**src/rtl/i2s_clkgen_pkg.sv**
```systemverilog
`timescale 1ns/1ps
package i2s_clkgen_pkg;

    // prescaler field and divider counter widths
    localparam int PRE_W   = 8;
    localparam int CNT_W   = PRE_W + 1;
    localparam int PRE_MIN = 2;

    // channel lengths in bit periods
    localparam int CH_SHORT = 16;
    localparam int CH_LONG  = 32;
    localparam int BIT_W    = $clog2(CH_LONG);

    // master-clock periods per half bit: 4 gives MCK/8, 2 gives MCK/4
    localparam int MHALF_SHORT = 4;
    localparam int MHALF_LONG  = 2;
    localparam int MH_W        = $clog2(MHALF_SHORT);

    typedef struct packed {
        logic [PRE_W-1:0] div;
        logic             odd;
        logic             mck_en;
        logic             ck_pol;
        logic             ch32;
    } clk_cfg_t;

    // total division 2*DIV+ODD, with illegal small values forced to 4
    function automatic logic [CNT_W-1:0] total_div(input logic [PRE_W-1:0] d,
                                                   input logic             o);
        logic [CNT_W-1:0] r;
        if (d < PRE_W'(PRE_MIN))
            r = CNT_W'(2 * PRE_MIN);
        else
            r = {d, 1'b0} + CNT_W'(o);
        return r;
    endfunction

    // length of the first (high) phase: ceil(n/2)
    function automatic logic [CNT_W-1:0] high_len(input logic [CNT_W-1:0] n);
        logic [CNT_W:0] t;
        t = {1'b0, n} + 1'b1;
        return t[CNT_W:1];
    endfunction

    function automatic logic [BIT_W-1:0] last_bit(input logic ch32);
        return ch32 ? BIT_W'(CH_LONG - 1) : BIT_W'(CH_SHORT - 1);
    endfunction

    function automatic logic [MH_W-1:0] half_last(input logic ch32);
        return ch32 ? MH_W'(MHALF_LONG - 1) : MH_W'(MHALF_SHORT - 1);
    endfunction

endpackage

```
**src/rtl/i2s_clkgen_prescaler.sv**
```systemverilog
`timescale 1ns/1ps
module i2s_clkgen_prescaler
    import i2s_clkgen_pkg::*;
(
    input  logic             clk,
    input  logic             rst,
    input  logic             clr,
    input  logic [PRE_W-1:0] div,
    input  logic             odd,
    output logic             rise_ev,
    output logic             fall_ev,
    output logic             hi_q
);
    logic [CNT_W-1:0] n_div;
    logic [CNT_W-1:0] n_high;
    logic [CNT_W-1:0] cnt_q;

    assign n_div   = total_div(div, odd);
    assign n_high  = high_len(n_div);
    assign rise_ev = (cnt_q == n_div - 1'b1);
    assign fall_ev = (cnt_q == n_high - 1'b1);

    always_ff @(posedge clk) begin
        if (rst || clr) begin
            cnt_q <= '0;
            hi_q  <= 1'b1;
        end else begin
            cnt_q <= rise_ev ? '0 : cnt_q + 1'b1;
            if (rise_ev)
                hi_q <= 1'b1;
            else if (fall_ev)
                hi_q <= 1'b0;
        end
    end

    // the counter never runs past the programmed division
    p_cnt_range_r1: assert property (@(posedge clk) disable iff (rst)
        cnt_q < n_div);

endmodule

```
**src/rtl/i2s_clkgen_bitclk.sv**
```systemverilog
`timescale 1ns/1ps
module i2s_clkgen_bitclk
    import i2s_clkgen_pkg::*;
(
    input  logic clk,
    input  logic rst,
    input  logic clr,
    input  logic rise_ev,
    input  logic fall_ev,
    input  logic mck_mode,
    input  logic ch32,
    output logic ph_q,
    output logic boundary
);
    logic [MH_W-1:0] mcnt_q;
    logic [MH_W-1:0] mlast;
    logic            half;

    assign mlast = half_last(ch32);

    generate
        if (MHALF_SHORT > 1) begin : g_ratio
            // master-clock mode toggles every mlast+1 MCK periods, else on both prescaler edges
            assign half = mck_mode ? (rise_ev && (mcnt_q == mlast)) : (rise_ev || fall_ev);
        end else begin : g_direct
            assign half = rise_ev || fall_ev;
        end
    endgenerate

    assign boundary = half && ph_q;

    always_ff @(posedge clk) begin
        if (rst || clr) begin
            ph_q   <= 1'b0;
            mcnt_q <= '0;
        end else begin
            if (rise_ev)
                mcnt_q <= (mcnt_q == mlast) ? '0 : mcnt_q + 1'b1;
            if (half)
                ph_q <= ~ph_q;
        end
    end

    // the master-clock sub-counter stays inside the selected ratio
    p_mcnt_range_r4: assert property (@(posedge clk) disable iff (rst)
        mcnt_q <= mlast);

endmodule

```
**src/rtl/i2s_clkgen_framer.sv**
```systemverilog
`timescale 1ns/1ps
module i2s_clkgen_framer
    import i2s_clkgen_pkg::*;
(
    input  logic clk,
    input  logic rst,
    input  logic clr,
    input  logic boundary,
    input  logic ch32,
    output logic ws_q,
    output logic bit_stb_q,
    output logic chan_stb_q,
    output logic frame_end
);
    logic [BIT_W-1:0] bcnt_q;
    logic [BIT_W-1:0] bnext;
    logic [BIT_W-1:0] last;
    logic             first_q;

    assign last      = last_bit(ch32);
    assign bnext     = (first_q || bcnt_q == last) ? '0 : bcnt_q + 1'b1;
    assign frame_end = boundary && !first_q && !ws_q && (bcnt_q == last);

    always_ff @(posedge clk) begin
        if (rst || clr) begin
            bcnt_q     <= '0;
            first_q    <= 1'b1;
            ws_q       <= 1'b0;
            bit_stb_q  <= 1'b0;
            chan_stb_q <= 1'b0;
        end else begin
            bit_stb_q  <= boundary;
            chan_stb_q <= boundary && (bnext == last);
            if (boundary) begin
                bcnt_q  <= bnext;
                first_q <= 1'b0;
                if (bnext == last)
                    ws_q <= ~ws_q;
            end
        end
    end

    // word select moves only together with the channel strobe
    p_ws_move_r6: assert property (@(posedge clk) disable iff (rst)
        !$stable(ws_q) |-> chan_stb_q);
    // a channel change always sits on a bit boundary
    p_chan_bit_r6: assert property (@(posedge clk) disable iff (rst)
        chan_stb_q |-> bit_stb_q);
    // bit index stays inside the channel
    p_bcnt_range_r6: assert property (@(posedge clk) disable iff (rst)
        bcnt_q <= last);

endmodule

```
**src/rtl/i2s_clkgen.sv**
```systemverilog
`timescale 1ns/1ps
module i2s_clkgen
    import i2s_clkgen_pkg::*;
(
    input  logic             clk,
    input  logic             rst,
    input  logic             enable,
    input  logic [PRE_W-1:0] div_i,
    input  logic             odd_i,
    input  logic             mck_en_i,
    input  logic             ck_pol_i,
    input  logic             ch32_i,
    output logic             mck_o,
    output logic             ck_o,
    output logic             ws_o,
    output logic             bit_stb_o,
    output logic             chan_stb_o
);
    clk_cfg_t cfg_q;
    logic     run_q;
    logic     start;
    logic     stop;
    logic     clr;
    logic     rise_ev;
    logic     fall_ev;
    logic     hi_q;
    logic     ph_q;
    logic     boundary;
    logic     frame_end;

    assign start = !run_q && enable;
    assign stop  = run_q && frame_end && !enable;
    assign clr   = !run_q || stop;

    always_ff @(posedge clk) begin
        if (rst) begin
            run_q <= 1'b0;
            cfg_q <= '0;
        end else begin
            if (!run_q)
                cfg_q <= clk_cfg_t'{div: div_i, odd: odd_i, mck_en: mck_en_i,
                                    ck_pol: ck_pol_i, ch32: ch32_i};
            if (start)
                run_q <= 1'b1;
            else if (stop)
                run_q <= 1'b0;
        end
    end

    i2s_clkgen_prescaler u_pre (
        .clk     (clk),
        .rst     (rst),
        .clr     (clr),
        .div     (cfg_q.div),
        .odd     (cfg_q.odd),
        .rise_ev (rise_ev),
        .fall_ev (fall_ev),
        .hi_q    (hi_q)
    );

    i2s_clkgen_bitclk u_bck (
        .clk      (clk),
        .rst      (rst),
        .clr      (clr),
        .rise_ev  (rise_ev),
        .fall_ev  (fall_ev),
        .mck_mode (cfg_q.mck_en),
        .ch32     (cfg_q.ch32),
        .ph_q     (ph_q),
        .boundary (boundary)
    );

    i2s_clkgen_framer u_frm (
        .clk        (clk),
        .rst        (rst),
        .clr        (clr),
        .boundary   (boundary),
        .ch32       (cfg_q.ch32),
        .ws_q       (ws_o),
        .bit_stb_q  (bit_stb_o),
        .chan_stb_q (chan_stb_o),
        .frame_end  (frame_end)
    );

    assign mck_o = run_q && cfg_q.mck_en && hi_q;
    assign ck_o  = run_q ? (ph_q ^ cfg_q.ck_pol) : cfg_q.ck_pol;

    // idle means quiet outputs at the programmed levels
    p_idle_quiet_r8: assert property (@(posedge clk) disable iff (rst)
        !run_q |-> (ck_o == cfg_q.ck_pol && !mck_o && !ws_o && !bit_stb_o && !chan_stb_o));
    // leaving the running state needs a cleared enable
    p_stop_needs_off_r8: assert property (@(posedge clk) disable iff (rst)
        ($fell(run_q) && !$past(rst)) |-> !$past(enable));
    // no master clock unless enabled
    p_mck_gate_r3: assert property (@(posedge clk) disable iff (rst)
        !cfg_q.mck_en |-> !mck_o);
    // bit boundaries land on the idle level of the bit clock
    p_bit_level_r5: assert property (@(posedge clk) disable iff (rst)
        bit_stb_o |-> (ck_o == cfg_q.ck_pol));
    // configuration frozen while running
    p_cfg_hold_r9: assert property (@(posedge clk) disable iff (rst)
        (run_q && $past(run_q)) |-> $stable(cfg_q));

endmodule

```
**config.mk**
```make
export PLATFORM = sky130hd
export DESIGN_NAME = i2s_clkgen
export DESIGN_NICKNAME = d
export VERILOG_FILES = /design/src/rtl/i2s_clkgen_pkg.sv /design/src/rtl/i2s_clkgen_prescaler.sv /design/src/rtl/i2s_clkgen_bitclk.sv /design/src/rtl/i2s_clkgen_framer.sv /design/src/rtl/i2s_clkgen.sv
export SDC_FILE = /design/constraint.sdc
export NUM_CORES = 1
export LEC_CHECK = 0
export BUFFER_PORTS_ARGS = -buffer_cell sky130_fd_sc_hd__buf_2
export CAP_MARGIN = 25
export CORE_MARGIN = 5
export CORE_UTILIZATION = 50
export DETAILED_ROUTE_END_ITERATION = 7
export PLACE_DENSITY_LB_ADDON = 0.15
export SLEW_MARGIN = 20
export SYNTH_ARGS = -nofsm -noshare
export SYNTH_HDL_FRONTEND = slang
export SYNTH_SLANG_ARGS = --single-unit
export TNS_END_PERCENT = 30
```
**constraint.sdc**
```tcl
create_clock -name clk -period 3.9 [get_ports clk]
set_input_delay 0.585 -clock clk [delete_from_list [all_inputs] [get_ports clk]]
set_output_delay 0.585 -clock clk [all_outputs]
set_load 0.02 [all_outputs]
```
# After elaboration in Yosys (flattened, before gate mapping)
# Index checks and enable logic that the tools add are counted.
[op_classes]
mux = 9
n_lt_le_gt_ge = 1
eq_ne = 5
n_bitwise = 3
n_reduce_logical = 22
addsub = 7
[op_table]
columns = ["operator", "count"]
rows = [
  ["== test 9 bit", 2],
  ["subtractor 9 x 1 -> 9 bit, second input constant", 2],
  ["logical AND 1 bit", 11],
  ["adder 9 x 1 -> 10 bit, second input constant", 1],
  ["== test 5 bit", 2],
  ["2-to-1 mux 5 bit", 2],
  ["adder 9 x 1 -> 9 bit", 1],
  ["adder 9 x 1 -> 9 bit, second input constant", 1],
  ["2-to-1 mux 9 bit", 1],
  ["< comparator 8 x 2 -> 1 bit, second input constant", 1],
  ["adder 5 x 1 -> 5 bit, second input constant", 1],
  ["logical NOT 1 bit", 4],
  ["logical OR 1 bit", 4],
  ["2-to-1 mux 1 bit", 4],
  ["2-to-1 mux 2 bit", 2],
  ["adder 2 x 1 -> 2 bit, second input constant", 1],
  ["== test 2 bit", 1],
  ["NOT 1 bit", 2],
  ["AND reduction 2 bit", 1],
  ["nonzero test 2 bit", 1],
  ["OR reduction 2 bit", 1],
  ["XOR 1 bit", 1],
]
[word_totals]
output_inout_bits = 5
regBits = 35
elab_cells = 62
inputBits = 15

# Longest topological paths before layout
# Gate-level depths: netlist (run 1).
[depth]
depth_word = 16
ltp_mapped = 17
depth_no_buf = 14

# By module
# A second synthesis (run 1) with hierarchy kept.
[hier_totals]
cells_unflattened = 302
hier_area_um2 = 2556.2
[by_module_without_submodules]
columns = ["module", "instances", "cells_per_inst", "seq_area_each_um2", "area_each_um2"]
rows = [
  ["i2s_clkgen_prescaler", 1, 187, 200.2, 1428.9],
  ["i2s_clkgen", 1, 48, 260.2, 504.2],
  ["i2s_clkgen_framer", 1, 50, 180.2, 471.7],
  ["i2s_clkgen_bitclk", 1, 17, 60.1, 151.4],
]

# Worst setup path before layout (run 1)
# No wires, ideal clock.
[synth_path]
kind = "register to register"
start = "reg cfg_q[8] in the netlist's numbering"
end = "reg u_frm.chan_stb_q"
setup_time_ns = 0.132
arrival_ns = 3.934
required_ns = 3.768
setup_slack_ns = -0.166
path_buffers = 3
path_stages_with_launch = 17
synth_period_minus_slack_ns = 4.066
cell_sequence = "dfxtp_1 > buf_4 > nor4_4 > nand2_1 > o21ai_0 > inv_1 > ha_1 > buf_2 > or4_1 > nand4_4 > xnor2_1 > or4_1 > a22o_1 > o41ai_4 > a21o_1 > buf_6 > nor4_2"
[synth_via]
elab_chain_cells = 15
word_cells_on_any_way = 20
classes_between = "add/sub (4); order compare (1); eq/ne (2); mux (2); reduce/logical (11)"
[synth_lines]
columns = ["element", "line", "source"]
rows = [
  ["start: declaration", "i2s_clkgen.sv:19", "clk_cfg_t cfg_q;"],
  ["start signal: assignment", "i2s_clkgen.sv:41", "cfg_q <= clk_cfg_t'{div: div_i, odd: odd_i, mck_en: mck_en_i,"],
  ["adder 9 x 1 -> 9 bit or < comparator 8 x 2 -> 1 bit (tied branches)", "i2s_clkgen_pkg.sv:34, i2s_clkgen_pkg.sv:31", ""],
  ["2-to-1 mux 9 bit (*)", "i2s_clkgen_pkg.sv:31", "if (d < PRE_W'(PRE_MIN))"],
  ["adder 9 x 1 -> 10 bit", "i2s_clkgen_pkg.sv:41", "t = {1'b0, n} + 1'b1;"],
  ["subtractor 9 x 1 -> 9 bit", "i2s_clkgen_prescaler.sv:21", "assign fall_ev = (cnt_q == n_high - 1'b1);"],
  ["== test 9 bit", "i2s_clkgen_prescaler.sv:21", ""],
  ["logical OR 1 bit", "i2s_clkgen_bitclk.sv:24", "assign half = mck_mode ? (rise_ev && (mcnt_q == mlast)) : (rise_ev || fall_ev);"],
  ["2-to-1 mux 1 bit (*)", "i2s_clkgen_bitclk.sv:24", ""],
  ["logical AND 1 bit (*)", "i2s_clkgen_bitclk.sv:30", "assign boundary = half && ph_q;"],
  ["logical AND 1 bit (3 in a row)", "i2s_clkgen_framer.sv:22", "assign frame_end = boundary && !first_q && !ws_q && (bcnt_q == last);"],
  ["logical AND 1 bit (2 in a row)", "i2s_clkgen.sv:32", "assign stop = run_q && frame_end && !enable;"],
  ["logical OR 1 bit", "i2s_clkgen.sv:33", "assign clr = !run_q || stop;"],
  ["logical OR 1 bit", "i2s_clkgen_framer.sv:25", "if (rst || clr) begin"],
  ["end signal: assignment", "i2s_clkgen_framer.sv:33", "chan_stb_q <= boundary && (bnext == last);"],
  ["end: declaration", "i2s_clkgen_framer.sv:12", "output logic chan_stb_q,"],
]
# Every way passes the cells marked *; elsewhere a longest branch is shown, timed or not.
# A chain may end at the register's enable or synchronous reset.

# Final worst setup path (run 1)
[layout_path]
start = "reg cfg_q[10] in the netlist's numbering"
end = "reg u_frm.first_q"
[layout_via]
elab_chain_cells = 15
word_cells_on_any_way = 19
classes_between = "add/sub (4); order compare (1); eq/ne (2); mux (2); reduce/logical (10)"
[layout_lines]
columns = ["element", "line", "source"]
rows = [
  ["adder 9 x 1 -> 9 bit or < comparator 8 x 2 -> 1 bit (tied branches)", "i2s_clkgen_pkg.sv:34, i2s_clkgen_pkg.sv:31", ""],
  ["2-to-1 mux 9 bit (*)", "i2s_clkgen_pkg.sv:31", ""],
  ["adder 9 x 1 -> 10 bit", "i2s_clkgen_pkg.sv:41", ""],
  ["subtractor 9 x 1 -> 9 bit", "i2s_clkgen_prescaler.sv:21", ""],
  ["== test 9 bit", "i2s_clkgen_prescaler.sv:21", ""],
  ["logical OR 1 bit", "i2s_clkgen_bitclk.sv:24", ""],
  ["2-to-1 mux 1 bit (*)", "i2s_clkgen_bitclk.sv:24", ""],
  ["logical AND 1 bit (*)", "i2s_clkgen_bitclk.sv:30", ""],
  ["logical AND 1 bit (3 in a row)", "i2s_clkgen_framer.sv:22", ""],
  ["logical AND 1 bit (2 in a row)", "i2s_clkgen.sv:32", ""],
  ["logical OR 1 bit", "i2s_clkgen.sv:33", ""],
  ["logical OR 1 bit", "i2s_clkgen_framer.sv:25", ""],
  ["end signal: assignment", "i2s_clkgen_framer.sv:27", "first_q <= 1'b1;"],
  ["end signal: assignment", "i2s_clkgen_framer.sv:36", "first_q <= 1'b0;"],
  ["end: declaration", "i2s_clkgen_framer.sv:18", "logic first_q;"],
]
# Marks and branches as above.

==> results.cfg, run 1 <==
[cts]
clock_sinks = 35
cts_buffers = 5
cts_buffer_depth = 2
cts_tree = done
clkTransAtPathRegs_ns = 0.07
cts_hold_buffers = 0
clock_latency_ns = 0.29
htree_levels = 2
root_buffer = clkbuf_8

[placed_design]
dp_slack_ns = 0.0937
hpwl_um = 4110
dp_cells = 378
numPortBuffers = 19
place_congestion = 0.836

[grt]
gr-total-overflow = 0
grt_start_max_net_pins = 17
grt_pass1_wl_um = 9400
antenna_found_initial = 0
track_usage_pct = 18.4
grt_pass1_vias = 1949

[setup_path]
cp-end-kind = register
cp_common_cell = nand2_2
worstPathCellList = nor4_4 > nand2_2 > o21ai_4 > ha_4 > or4_4 > nand4_4 > xnor2_1 > or4_1 > a22o_1 > o41ai_4 > buf_6 > nand2_2 > a21o_1
crit_required_ns = 4.09
start_kind = register
crit_fanout = 8
slowest_stage = or4_4
arrival_ns = 3.94
cpPeakStageDelay_ns = 0.53
crit_type = register to register

[cells_and_area]
finalNetCount = 341
drive_gt1_share_pct = 22.7
fillers = 451
post-route-util_pct = 59.7
antenna_cells = 0
fin_cells = 389
final_common_cell = dfxtp_1
area_growth_pct = 15.0
final_cell_mix = dfxtp_1 (33), nor2_1 (32), xnor2_1 (27)

[sta]
finalCritPeriodShare_pct = 96.2
worst_pin_slew_ns = 0.760
drv_slew = 0
hold_violations = 0
clock.fmax_mhz = 266
setup_ws_ns = 0.146
skew_ns = 0.0108
fin_crit_ns = 3.75
slew_headroom_pct = 49.3
setup_violations = 0

[logic_synthesis]
synth-async-reset-ratio_pct = 0
syn_nets = 322
synth_cells = 302
synthDistinctLibCells = 55
synth-seq-cells = 35
synth_area_per_cell_um2 = 8.22
yosysWarningCount = 0
synth-seq-area-share_pct = 28.2
synth_edf_count = 0
ys.flop_type = dfxtp_1
syn_area_um2 = 2480

[routing]
wl_um = 5580
vias_per_cell = 5.52
antenna_left = 0
vias = 2147
drt_iter0_drc = 120
drt-wirelength-per-cell_um = 14.3
dr.pass1.iters = 4
drc_errors = 0

[power]
leakage_nw = 1.06
power_density_nw_per_um2 = 359
peakVddDrop_uv = 250

[status]
status = completed

[hold_path]
hold_class = register to register

[floorplanning]
rows = 25
die_area_um2 = 6480
io_pins = 20
dieWidth_um = 80.5
start_util_pct = 51.9
die_h_um = 80.5
core_area_um2 = 4790

[run]
drv_cap = 0
synth_stat cells (4+ instances only):
cell | n | area (µm²)
ha_1 | 5 | 62.6
xor2_1 | 17 | 149
nor3_1 | 8 | 40.0
dfxtp_1 | 35 | 701
or3_1 | 6 | 37.5
a21oi_1 | 12 | 60.1
a21o_1 | 5 | 37.5
mux2i_1 | 12 | 120
clkbuf_1 | 14 | 52.6
buf_6 | 4 | 45.0
nand4_1 | 7 | 43.8
nor2_1 | 32 | 120
o21ai_0 | 13 | 65.1
inv_1 | 11 | 41.3
xnor2_1 | 27 | 236
nand3_1 | 16 | 80.1
nand2_1 | 19 | 71.3
or4_1 | 7 | 52.6
report_power, final:
| part | total [mW] | switching, mW | internal (mW) |
|---|---|---|---|
| sequential | 0.392 | 0.0214 | 0.370 |
| clock | 0.339 | 0.132 | 0.207 |
| combinational | 0.294 | 0.153 | 0.141 |
critical path, delay by kind of cell, from the launching register on:
kind	cells	cell delay (ns)
and+or+nand+nor	6	1.71
buffers and inverters	1	0.19
AOI/OAI and AO/OA	4	1.10
DFF	1	0.34
xor gates and xnor gates	1	0.07
adders and majority gates	1	0.25
sequential cells by signal (all words and copies together), names as in the netlist:
name and flops:
u_frm.chan_stb_q 1, u_pre.cnt_q 9, cfg_q 12, u_frm.bit_stb_q 1
u_bck.ph_q 1, u_frm.ws_q 1, u_bck.mcnt_q 2, u_frm.bcnt_q 5
run_q 1, u_frm.first_q 1, u_pre.hi_q 1
routing by layer:
metal / global-route usage, % / share of wire, % / wire, µm
met1: 27.4 / 51 / 2870
met5: 0 / 0 / 0
met2: 26.2 / 43 / 2430
met3: 4.04 / 4.4 / 248
met4: 4.90 / 0.72 / 40
final timing paths:
kind	startpoint	end	slack, ns	cells past startpoint
min	u_pre.hi_q$_SDFFE_PP1P_	u_pre.hi_q$_SDFFE_PP1P_	0.47	1
min reg2reg	u_pre.hi_q$_SDFFE_PP1P_	u_pre.hi_q$_SDFFE_PP1P_	0.47	1
max	cfg_q[10]$_SDFFE_PP0N_	u_frm.first_q$_SDFFE_PP1P_	0.15	13
max reg2reg	cfg_q[10]$_SDFFE_PP0N_	u_frm.first_q$_SDFFE_PP1P_	0.15	13
through the flow:
step / hold WS [ns] / TNS (ns) / cell area [µm²] / power (mW)
5_1_grt: 0.517 / -0.0795 / 2860 / 1.08
4_1_cts: 0.474 / 0 / 2750 / 1.00
3_5_place_dp: 0.450 / 0 / 2640 / 0.660
2_1_floorplan: 0.419 / -0.00225 / 2480 / 0.606
3_3_place_gp: 0.474 / 0 / 2640 / 0.658
6_report: 0.474 / 0 / 2860 / 1.02
cell type report:
cell class	instances	area [µm²]	area share [%]
well taps	67	83.8	2.94
clock inverters	2	35.0	1.23
inverters	11	41.3	1.45
clock buffers	6	82.6	2.89
repair buffers	35	219	7.67
multi-input cells	233	1690	59.2
flip-flops and latches	35	703	24.6
kinds of logic (layout without fill, tap and decap cells):
kind of cell | after synthesis | in the layout | share of synthesized area [%]
adders and majority gates | 5 | 5 | 2.52
DFF | 35 | 35 | 28.2
AOI/OAI and AO/OA | 50 | 50 | 14.1
buffers and inverters | 34 | 54 | 6.70
muxes | 14 | 14 | 5.74
xor gates and xnor gates | 45 | 45 | 16.2
and+or+nand+nor | 119 | 119 | 26.6
timing repair:
action                     in CTS  in global routing
setup endpoints to repair       0                 23
buffers inserted                0                  3
resized for setup               0                 21
(Power assumes the default switching activity.)
==> inputs of run 2 (changes only) <==
--- a/config.mk
+++ b/config.mk
@@ -10,9 +10,10 @@
 export CORE_MARGIN = 5
 export CORE_UTILIZATION = 50
 export DETAILED_ROUTE_END_ITERATION = 7
-export PLACE_DENSITY_LB_ADDON = 0.15
+export PLACE_DENSITY = 0.71
 export SLEW_MARGIN = 20
 export SYNTH_ARGS = -nofsm -noshare
 export SYNTH_HDL_FRONTEND = slang
+export SYNTH_HIERARCHICAL = 1
 export SYNTH_SLANG_ARGS = --single-unit
 export TNS_END_PERCENT = 30
==> run 2 against run 1 <==
Effect of this change:
- worst setup slack got worse by 0.31 ns
- critical path depth grew 7
- largest cell class unchanged
- clock-buffer cell count up 1
- clock power fell by 15%
- cell count up 5.7%
- flip-flop and latch count did not move
- fmax is 7.6% lower
- via count grew 7.2%
- the run now ends with negative setup slack left
- routed wire length is 7.4% higher
- die area increased by 2.6%
- global-route usage grew 1.6 points
- synthesized cell count unchanged
==> results.cfg, run 2 <==
[logic_synthesis]
synth_top_area_cell = dfxtp_1
yosysMostFrequentCell = dfxtp_1
synth_area_per_cell_um2 = 8.46
synth-compound-area-share_pct = 14.1
syn_area_um2 = 2560
syn_nets = 322
synthMuxAreaShare_pct = 8.22
synth_xor_area_share_pct = 12.5
yosysWarningCount = 6
yosys-top-cells-count = dfxtp_1 (35), nor2_1 (34), mux2i_1 (21)
synth_cells = 302
yosys.area_share.adder_pct = 2.45
synth_edf_count = 0
synth-seq-cells = 35
yosys.area_share.simple_pct = 28.3
ys.flop_type = dfxtp_1
synth-seq-area-share_pct = 27.4
synth-async-reset-ratio_pct = 0
synth_area_leaders = dfxtp_1 (27%), mux2i_1 (8.2%), xnor2_1 (6.2%)
synth_top_family_by_area = simple AND/OR/NAND/NOR gates
post-synth-top-area-fraction_pct = 27.4
synthDistinctLibCells = 69

[cells_and_area]
finalNetCount = 360
multi_input_area_um2 = 1770
seq_area_um2 = 703
largest_register_ffs = 12
final_common_cell = dfxtp_1
drive_gt1_share_pct = 29.9
area_growth_pct = 18.8
fillers = 459
regMostFlops = cfg_q
final_area_um2 = 3040
final_cell_mix = dfxtp_1 (33), buf_4 (30), nor2_1 (26)
antenna_cells = 0
top_regs = cfg_q (12), u_pre/cnt_q (9), u_frm/bcnt_q (5)

[sta]
fin_crit_ns = 4.06
worst_pin_slew_ns = 0.839
skew_ns = 0.0116
clock.fmax_mhz = 246
hold_violations = 0
drv_slew = 0
setup_violations = 16
rsz0062_at_grt = true
slew_headroom_pct = 44.0
setup_ws_ns = -0.164
finalCritPeriodShare_pct = 104
fin_setup_tns_ns = -1.92

[floorplanning]
dieWidth_um = 81.5
start_util_pct = 50.7
die_h_um = 81.5
rows = 26
core_area_um2 = 5040
io_pins = 20
die_area_um2 = 6640

[placed_design]
numPortBuffers = 19
place_congestion = 0.937
post_dp_cell_area_um2 = 2810
hpwl_um = 4430

[grt]
gr-total-overflow = 0
track_usage_pct = 20.0
grt_start_max_net_pins = 22
grt_pass1_wl_um = 10300
antenna_found_initial = 0
grt_pass1_vias = 2285

[cts]
cts_hold_buffers = 0
htree_levels = 2
root_buffer = clkbuf_8
cts_tree = done
clock_sinks = 35
cts_buffers = 5
cts_buffer_depth = 2
clock_latency_ns = 0.29
clkTransAtPathRegs_ns = 0.07

[setup_path]
arrival_ns = 4.28
crit_required_ns = 4.11
crit_fanout = 5
cp-endpoint = u_bck/ph_q$_SDFFE_PP0P_
start_kind = register
cpPeakStageDelay_ns = 0.51
crit_type = register to register
critPathTopFamily = simple AND/OR/NAND/NOR gates
slowest_stage = or4b_4
worstPathCellList = nor4_4 > nand2_2 > o21ai_2 > ha_1 > or4b_4 > o32ai_4 > nor2_2 > a2111o_1 > and4_1 > o2111a_2 > o21bai_1 > o21ai_2 > and2_4 > nand2b_4 > nor4_4 > inv_2 > o21ai_4 > buf_4 > or3_1 > mux2i_1
r2r_end = u_bck/ph_q$_SDFFE_PP0P_
rr_startpoint = cfg_q[9]$_SDFFE_PP0N_
cp-end-kind = register
crit_path_start = cfg_q[9]$_SDFFE_PP0N_
rrSetupSlack_ns = -0.16
reg2regPathDepth = 20
crit_buf_inv = 2
cp.depth = 20

[power]
leakage_nw = 1.21
peakVddDrop_uv = 159
pwr-share-clk_pct = 31.9
share_comb_of_total_power_pct = 25.6
power_density_nw_per_um2 = 298
intPower_mw = 0.640
power_mw = 0.906
switching_share_pct = 29.4
p_switching_mw = 0.266
p_seq_share_pct = 42.4

[routing]
antenna_left = 0
dr.pass1.iters = 4
vias = 2301
drt_iter0_drc = 134
wl_um = 5990
vias_per_cell = 5.60
drt-wirelength-per-cell_um = 14.6
drc_errors = 0

[status]
violations = negative setup slack
status = finished, violations left

[run]
drv_cap = 0

[hold_path]
hold_class = register to register
-- run 2: cell types whose count changed in the layout (fill, tap and decap cells not counted), moves of 6 or more --
cell     delta
mux2i_1     +9
buf_4      +15
nor2_1      -6
nor2_2      +8
xnor2_1     -9
-- run 2: worst min path at each step --
stage / to / slack [ns] / cells after the start / start
after detailed placement: u_bck/ph_q$_SDFFE_PP0P_ / 0.49 / 2 / u_bck/ph_q$_SDFFE_PP0P_
after global placement: u_frm/bcnt_q[1]$_SDFFE_PP0P_ / 0.48 / 2 / u_frm/bcnt_q[1]$_SDFFE_PP0P_
after CTS: u_bck/ph_q$_SDFFE_PP0P_ / 0.50 / 2 / u_bck/ph_q$_SDFFE_PP0P_
final: u_bck/ph_q$_SDFFE_PP0P_ / 0.50 / 2 / u_bck/ph_q$_SDFFE_PP0P_
after floorplan: u_bck/ph_q$_SDFFE_PP0P_ / 0.46 / 2 / u_bck/ph_q$_SDFFE_PP0P_
after global routing: cfg_q[1]$_SDFFE_PP0N_ / 0.53 / 3 / ck_pol_i
-- run 2: tightest hold or removal path, cell delays in order, from the launching register on --
cell and delay [ns]:
dfxtp_1 0.33, nand2_1 0.06, mux2i_1 0.06
-- run 2: what timing repair did --
| item | in CTS | in global routing |
|---|---|---|
| pin swaps | 3 | 6 |
| buffers inserted | 2 | 5 |
| resized for setup | 6 | 14 |
| endpoints found under the setup margin | 17 | 22 |
| cloned | 0 | 0 |
-- run 2: cells by family (layout without fill, tap and decap cells) --
logic type | after synthesis | count (layout)
multiplexers | 21 | 21
XOR/XNOR | 34 | 34
AND/OR/NAND/NOR | 129 | 129
AO/OA/AOI/OAI | 48 | 48
adder cells (fa/ha/maj) | 5 | 5
buffers and inverters | 30 | 69
flip-flops | 35 | 35
-- run 2: per-stage QoR --
stage / setup WS (ns) / util [%] / cells / hold slack [ns]
final: -0.164 / 60.2 / 411 / 0.495
after detailed placement: -0.144 / 55.7 / 396 / 0.488
after CTS: -0.129 / 58.4 / 406 / 0.498
after global placement: -0.0335 / 55.7 / 396 / 0.485
after floorplan: -0.170 / - / 302 / 0.457
after global routing: -0.440 / 60.2 / 411 / 0.535
-- run 2: power by group through the flow --
stage	Clock, mW	Sequential [mW]	Combinational, mW
floorplan	0	0.384	0.166
global placement	0	0.393	0.210
finish	0.289	0.384	0.232
CTS	0.299	0.384	0.219
global route	0.316	0.386	0.255
detailed placement	0	0.392	0.215
-- run 2: area by class of cell --
cell class	count	share of cell area, %
multi-input combinational	237	58.3
sequential	35	23.1
timing repair buffer	50	10.9
clock buffer	7	3.17
tap	70	2.88
inverter	11	1.36
clock inverter	1	0.247
-- run 2: layer usage --
layer	up-vias	track usage (%)	share of wire [%]
met3	19	4.50	4.6
li1	1145	-	-
met5	-	0	0
met4	0	9.80	3.3
met1	1076	24.5	44
met2	61	32.8	49
